<file path="config.mk">
export PLATFORM = sky130hd
export DESIGN_NAME = amo_rmw_unit
export DESIGN_NICKNAME = d
export VERILOG_FILES = /design/src/rtl/amo_pkg.sv /design/src/rtl/amo_arbiter.sv /design/src/rtl/amo_alu.sv /design/src/rtl/amo_sram.sv /design/src/rtl/amo_rmw_unit.sv
export SDC_FILE = /design/constraint.sdc
export NUM_CORES = 1
export LEC_CHECK = 0
export ABC_AREA = 1
export ABC_CLOCK_PERIOD_IN_PS = 7800
export BUFFER_PORTS_ARGS = -buffer_cell sky130_fd_sc_hd__buf_4
export CAP_MARGIN = 20
export CORE_MARGIN = 2
export CORE_UTILIZATION = 30
export CTS_CLUSTER_DIAMETER = 60
export DETAILED_ROUTE_END_ITERATION = 16
export PLACE_DENSITY = 0.41
export SLEW_MARGIN = 5
export SYNTH_ARGS = -nofsm -noshare
export SYNTH_HDL_FRONTEND = slang
export SYNTH_SLANG_ARGS = --single-unit
</file>
<file path="constraint.sdc">
create_clock -name clk -period 7.8 [get_ports clk]
set_clock_uncertainty 0.15 [all_clocks]
set_input_delay 0.39 -clock clk [delete_from_list [all_inputs] [get_ports clk]]
set_output_delay 0.39 -clock clk [all_outputs]
set_load 0.01 [all_outputs]
</file>
<file path="src/rtl/amo_pkg.sv">
package amo_pkg;
    localparam int DW = 64;
    localparam int BE = DW / 8;

    typedef enum logic [2:0] {
        OP_SWAP = 3'b000,
        OP_ADD  = 3'b001,
        OP_XOR  = 3'b010,
        OP_AND  = 3'b011,
        OP_OR   = 3'b100,
        OP_MIN  = 3'b101,
        OP_MAX  = 3'b110
    } amo_op_e;

    typedef enum logic [1:0] {
        K_LOAD  = 2'b00,
        K_STORE = 2'b01,
        K_AMO   = 2'b10
    } amo_kind_e;

    typedef enum logic [2:0] {
        S_IDLE, S_READ, S_MODIFY, S_WRITE, S_RESPOND
    } amo_state_e;
endpackage

</file>
<file path="src/rtl/amo_arbiter.sv">
module amo_arbiter #(
    parameter int NPORT = 2
) (
    input  logic             idle,
    input  logic [NPORT-1:0] valid,
    output logic [NPORT-1:0] grant,
    output logic [$clog2(NPORT)-1:0] pick
);
    always_comb begin
        grant = '0;
        pick  = '0;
        if (idle) begin
            for (int i = NPORT - 1; i >= 0; i--) begin
                if (valid[i]) begin
                    grant = '0;
                    grant[i] = 1'b1;
                    pick = i[$clog2(NPORT)-1:0];
                end
            end
        end
    end
endmodule

</file>
<file path="src/rtl/amo_alu.sv">
module amo_alu
    import amo_pkg::*;
(
    input  logic [2:0]    op,
    input  logic          w32,
    input  logic          half,
    input  logic [DW-1:0] old_word,
    input  logic [DW-1:0] src,
    output logic [DW-1:0] old_ret,
    output logic [DW-1:0] wr_word
);
    logic [31:0]   old_half;
    logic [DW-1:0] a, b, r;

    always_comb begin
        old_half = half ? old_word[63:32] : old_word[31:0];
        a = w32 ? {{32{old_half[31]}}, old_half} : old_word;
        b = w32 ? {{32{src[31]}}, src[31:0]} : src;
        case (op)
            OP_ADD:  r = a + b;
            OP_XOR:  r = a ^ b;
            OP_AND:  r = a & b;
            OP_OR:   r = a | b;
            OP_MIN:  r = ($signed(a) < $signed(b)) ? a : b;
            OP_MAX:  r = ($signed(a) < $signed(b)) ? b : a;
            default: r = b;
        endcase
        old_ret = a;
        wr_word = w32 ? {r[31:0], r[31:0]} : r;
    end
endmodule

</file>
<file path="src/rtl/amo_sram.sv">
module amo_sram
    import amo_pkg::*;
#(
    parameter int DEPTH = 8,
    localparam int IW = $clog2(DEPTH)
) (
    input  logic          clk,
    input  logic          rst_n,
    input  logic          re,
    input  logic          we,
    input  logic [BE-1:0] be,
    input  logic [IW-1:0] idx,
    input  logic [DW-1:0] wdata,
    output logic [DW-1:0] rdata
);
    logic [DW-1:0] mem [DEPTH];

    always_ff @(posedge clk) begin
        if (re) rdata <= mem[idx];
        if (we) begin
            for (int i = 0; i < BE; i++) begin
                if (be[i]) mem[idx][8*i +: 8] <= wdata[8*i +: 8];
            end
        end
    end

    p_port_excl_r7: assert property (@(posedge clk) disable iff (!rst_n) !(re && we));
endmodule

</file>
<file path="src/rtl/amo_rmw_unit.sv">
module amo_rmw_unit
    import amo_pkg::*;
#(
    parameter int AW = 6,
    localparam int NPORT = 2,
    localparam int DEPTH = 2 ** (AW - 3),
    localparam int IW = AW - 3
) (
    input  logic                       clk,
    input  logic                       rst_n,
    input  logic [NPORT-1:0]           req_valid,
    output logic [NPORT-1:0]           req_ready,
    input  logic [NPORT-1:0][1:0]      req_kind,
    input  logic [NPORT-1:0][2:0]      req_op,
    input  logic [NPORT-1:0]           req_w32,
    input  logic [NPORT-1:0][AW-1:0]   req_addr,
    input  logic [NPORT-1:0][DW-1:0]   req_src,
    output logic [NPORT-1:0]           resp_valid,
    output logic [DW-1:0]              resp_data
);
    typedef struct packed {
        amo_state_e st;
        logic       owner;
        logic [1:0] kind;
        logic [2:0] op;
        logic       w32;
        logic [AW-1:0] addr;
        logic [DW-1:0] src;
        logic [DW-1:0] old;
        logic [DW-1:0] res;
    } ctx_t;

    ctx_t cur_q, nxt_d;

    logic          pick;
    logic [DW-1:0] rdata, alu_old, alu_wr;
    logic          mem_re, mem_we;
    logic [BE-1:0] mem_be;

    amo_arbiter #(.NPORT(NPORT)) u_arb (
        .idle  (cur_q.st == S_IDLE),
        .valid (req_valid),
        .grant (req_ready),
        .pick  (pick)
    );

    amo_alu u_alu (
        .op       (cur_q.op),
        .w32      (cur_q.w32),
        .half     (cur_q.addr[2]),
        .old_word (rdata),
        .src      (cur_q.src),
        .old_ret  (alu_old),
        .wr_word  (alu_wr)
    );

    amo_sram #(.DEPTH(DEPTH)) u_mem (
        .clk   (clk),
        .rst_n (rst_n),
        .re    (mem_re),
        .we    (mem_we),
        .be    (mem_be),
        .idx   (cur_q.addr[AW-1:3]),
        .wdata (cur_q.res),
        .rdata (rdata)
    );

    always_comb begin
        nxt_d  = cur_q;
        mem_re = 1'b0;
        mem_we = 1'b0;
        mem_be = cur_q.w32 ? (cur_q.addr[2] ? 8'hF0 : 8'h0F) : 8'hFF;
        resp_valid = '0;
        resp_data  = '0;
        case (cur_q.st)
            S_IDLE: begin
                if (|req_ready) begin
                    nxt_d.owner = pick;
                    nxt_d.kind  = req_kind[pick];
                    nxt_d.op    = (req_kind[pick] == K_STORE) ? OP_SWAP : req_op[pick];
                    nxt_d.w32   = req_w32[pick];
                    nxt_d.addr  = req_addr[pick];
                    nxt_d.src   = req_src[pick];
                    nxt_d.st    = S_READ;
                end
            end
            S_READ: begin
                mem_re   = 1'b1;
                nxt_d.st = S_MODIFY;
            end
            S_MODIFY: begin
                nxt_d.old = alu_old;
                nxt_d.res = alu_wr;
                nxt_d.st  = S_WRITE;
            end
            S_WRITE: begin
                mem_we   = (cur_q.kind == K_STORE) || (cur_q.kind == K_AMO);
                nxt_d.st = S_RESPOND;
            end
            S_RESPOND: begin
                resp_valid[cur_q.owner] = 1'b1;
                resp_data = cur_q.old;
                nxt_d.st  = S_IDLE;
            end
            default: nxt_d.st = S_IDLE;
        endcase
    end

    always_ff @(posedge clk) begin
        if (!rst_n) begin
            cur_q <= '0;
            cur_q.st <= S_IDLE;
        end else begin
            cur_q <= nxt_d;
        end
    end

    p_locked_window_r7: assert property (@(posedge clk) disable iff (!rst_n)
        (|(req_valid & req_ready)) |=> (req_ready == '0) ##1 (req_ready == '0)
        ##1 (req_ready == '0) ##1 (resp_valid != '0));
    p_port0_first_r8: assert property (@(posedge clk) disable iff (!rst_n)
        !(req_valid[0] && req_ready[1]));
    p_resp_pulse_r6: assert property (@(posedge clk) disable iff (!rst_n)
        (|resp_valid) |=> (resp_valid == '0));
    p_resp_single_r6: assert property (@(posedge clk) disable iff (!rst_n)
        $onehot0(resp_valid));
    p_grant_single_r8: assert property (@(posedge clk) disable iff (!rst_n)
        $onehot0(req_ready));
endmodule

</file>
==> flow_summary.json <==
{
  "wl_per_cell_um": 26.2,
  "die_h_um": 371,
  "dr.first_iter.drc_count": 3583,
  "area_growth_pct": 21.2,
  "wl_um": 175000,
  "status": "complete, no violations",
  "cp_slowest_stage_delay_ns": 0.79,
  "cts_buffers": 91,
  "grt_pass1_wl_um": 247000,
  "die_x_um": 371,
  "cp_slowest_cell": "dfxtp_2",
  "drtAntennaViolNets": 0,
  "antenna_found_initial": 24,
  "syn-instance-count": 4501,
  "route.detailed.drc": 0,
  "synth_edf_count": 576,
  "critPathLaunchType": "flop",
  "final_cell_mix": "807 x nand2_1, 576 x edfxtp_1, 501 x inv_1",
  "overflow": 0,
  "clkSlewWorstSetupHoldPaths_ns": 0.06,
  "yosys.area.top_type": "edfxtp_1",
  "via_count": 35300,
  "clk_path_buf_depth": 3,
  "ys_seq_area_frac": 0.529,
  "min_path_type": "input port to flop",
  "grt_max_degree": 180,
  "fin_setup_tns_ns": 0,
  "dpl.hpwl_um": 118000,
  "maxCapViolCount": 0,
  "arrival_ns": 6.70,
  "cts_tree": "built",
  "fin_crit_ns": 6.19,
  "viasPerCell": 5.27,
  "r2r_setup_slack_ns": 1.61,
  "synth_nets": 4850,
  "synth_top_area_share": 0.427,
  "clock_sinks": 782,
  "combPwrFrac": 0.327,
  "slew-limit-headroom": 0.158,
  "worstPathMaxFanout": 31,
  "async_reset_ff_frac": 0,
  "dr.pass1.iters": 8,
  "required_ns": 8.30,
  "core_area_um2": 134000,
  "io_pins": 224,
  "grt_pass1_vias": 34000,
  "drive_gt1_frac": 0.112,
  "synthFlopType": "edfxtp_1",
  "fmax_ghz": 0.161,
  "pwr-share-clk": 0.307,
  "final_cell_area_um2": 49100,
  "placed_area_um2": 44600,
  "crit_path_end_kind": "flop",
  "fin_crit_sh": 0.794,
  "post-cts-setup-buffers": 0,
  "p_switching_uw": 5290,
  "rsz0062_at_grt": "false",
  "fp-row-count": 134,
  "power.share.switching": 0.382,
  "clkLatencyLatePin_ns": 0.71,
  "p_int_uw": 8540,
  "setup_viol": 0,
  "worstSetupPathType": "flop to flop",
  "p_seq_frac": 0.366,
  "yosysWarnings": 0,
  "die_area_um2": 138000,
  "syn_area_per_cell_um2": 9.00,
  "synth_area_leaders": "edfxtp_1 43%, dfxtp_1 10%, nand2_1 7.5%, ha_1 5.9%, o21ai_0 5.4%",
  "final_common_cell": "nand2_1",
  "grt_usage": 0.250,
  "worst_pin_slew_ns": 1.25,
  "place_congestion": 0.965,
  "layout.nets": 5204,
  "ys_ff_latch": 782,
  "syn_area_um2": 40500,
  "peakVddDrop_uv": 171,
  "leakage_uw": 0.0191,
  "start_util": 0.303,
  "p_per_area_nw_per_um2": 282,
  "finalHoldViolCount": 0,
  "cts_root_buffer": "clkbuf_16",
  "crit_buf_inv": 5,
  "h-tree-depth": 3,
  "slew_viol_final": 0,
  "path_delay_family": "simple AND/OR/NAND/NOR gates",
  "ys_types": 54,
  "portBuffers": 219
}
timing repair:
action                     in CTS  in global routing
setup endpoints to repair       0                  0
hold endpoints to repair       74                  0
hold buffers                  148                  0
gates resized for setup         0                  0
state kept, by name, summed over array words and instances (netlist names):
| name | flops |
|---|---|
| u_mem.mem | 512 |
| cur_q | 206 |
| u_mem.rdata | 64 |
through the flow:
stage | setup WS (ns) | hold WS, ns | util | power [uW] | instances
finish | 1.61 | 0.244 | 0.367 | 13800 | 6700
global route | 1.32 | 0.265 | 0.367 | 14500 | 6698
CTS | 1.79 | 0.208 | 0.367 | 13900 | 6698
detailed placement | 1.81 | 0.326 | 0.334 | 9480 | 6382
global placement | 1.84 | 0.321 | 0.334 | 9470 | 6382
floorplan | 4.03 | 0.309 | - | 7620 | 4501
kinds of logic after synthesis:
kind of cell,share of synthesized area
AO/OA/AOI/OAI,0.177
AND/OR/NAND/NOR,0.163
buffers and inverters,0.0708
flip-flops,0.529
XOR/XNOR,0.000649
multiplexers,0.000247
adder cells (fa/ha/maj),0.0598
power groups by stage:
| stage | combinational, uW | clock [uW] | sequential, uW |
|---|---|---|---|
| floorplan | 2680 | 0 | 4950 |
| global placement | 4320 | 0 | 5160 |
| detailed placement | 4320 | 0 | 5150 |
| CTS | 4450 | 4350 | 5070 |
| global route | 4900 | 4510 | 5090 |
| finish | 4520 | 4250 | 5060 |
synth_stat cells (3+ instances only):
cell type and n:
o2111ai_1 3, a31oi_1 79, o21a_1 17, o21ai_0 436, buf_4 7, o21ai_1 27, nor3_1 30, a22oi_1 73
ha_1 192, buf_2 10, dfxtp_1 206, inv_1 505, edfxtp_1 576, a211oi_1 15, a21boi_0 8, a22o_1 43
a21oi_1 390, o22ai_1 37, nand2_1 810, nand2_4 6, o221ai_1 9, inv_2 5, nor4_1 7, and3_1 5
nand3b_1 15, o211ai_1 16, o21bai_1 12, a221oi_1 65, nor2_1 339, or2_2 10, nand4_1 102, buf_6 5
buf_1 33, clkbuf_1 177, a21o_1 5, nand3_1 199, nand2_2 5
per-layer routing:
metal | vias to the layer above | routed length (um) | track usage | part of all wire
li1 | 16400 | - | - | -
met1 | 17500 | 80700 | 0.356 | 0.46
met2 | 1166 | 77600 | 0.390 | 0.44
met3 | 215 | 12000 | 0.0401 | 0.068
met4 | 2 | 5100 | 0.0714 | 0.029
met5 | - | 7 | 0 | 0.000040
cell type report:
| class | count | area, um^2 |
|---|---|---|
| inverters | 511 | 1930 |
| fillers | 13900 | 84700 |
| clock buffers | 124 | 2570 |
| multi-input cells | 2975 | 16400 |
| flip-flops and latches | 782 | 21400 |
| well taps | 1768 | 2210 |
| repair buffers | 494 | 4100 |
| clock inverters | 44 | 407 |
| diodes | 2 | 5.00 |
final timing paths:
path         depth (start not counted)    endpoint  startpoint
max                                 26   cur_q[48]  cur_q[198]
max reg2reg                         26   cur_q[48]  cur_q[198]
min                                  4  cur_q[203]       rst_n
min reg2reg                          2  cur_q[204]  cur_q[204]
worst register-to-register path, cell delays in order (launching register included):
cell,delay [ns]
dfxtp_2,0.79
inv_1,0.31
nor2_1,0.18
nand2_1,0.08
nand2_1,0.08
buf_4,0.39
a21oi_1,0.11
buf_4,0.21
ha_1,0.41
inv_1,0.17
nand4_1,0.16
nor2_1,0.20
nand2_1,0.19
nor2_2,0.20
and3_1,0.19
nand2_2,0.15
nand2_4,0.16
nand2_4,0.13
nand2_8,0.28
nand2_4,0.44
nor2_1,0.22
nor2_1,0.07
nand4_1,0.18
nand3_1,0.36
nand3_1,0.22
nand2_1,0.06
inv_1,0.07
(Power assumes the default switching activity.)
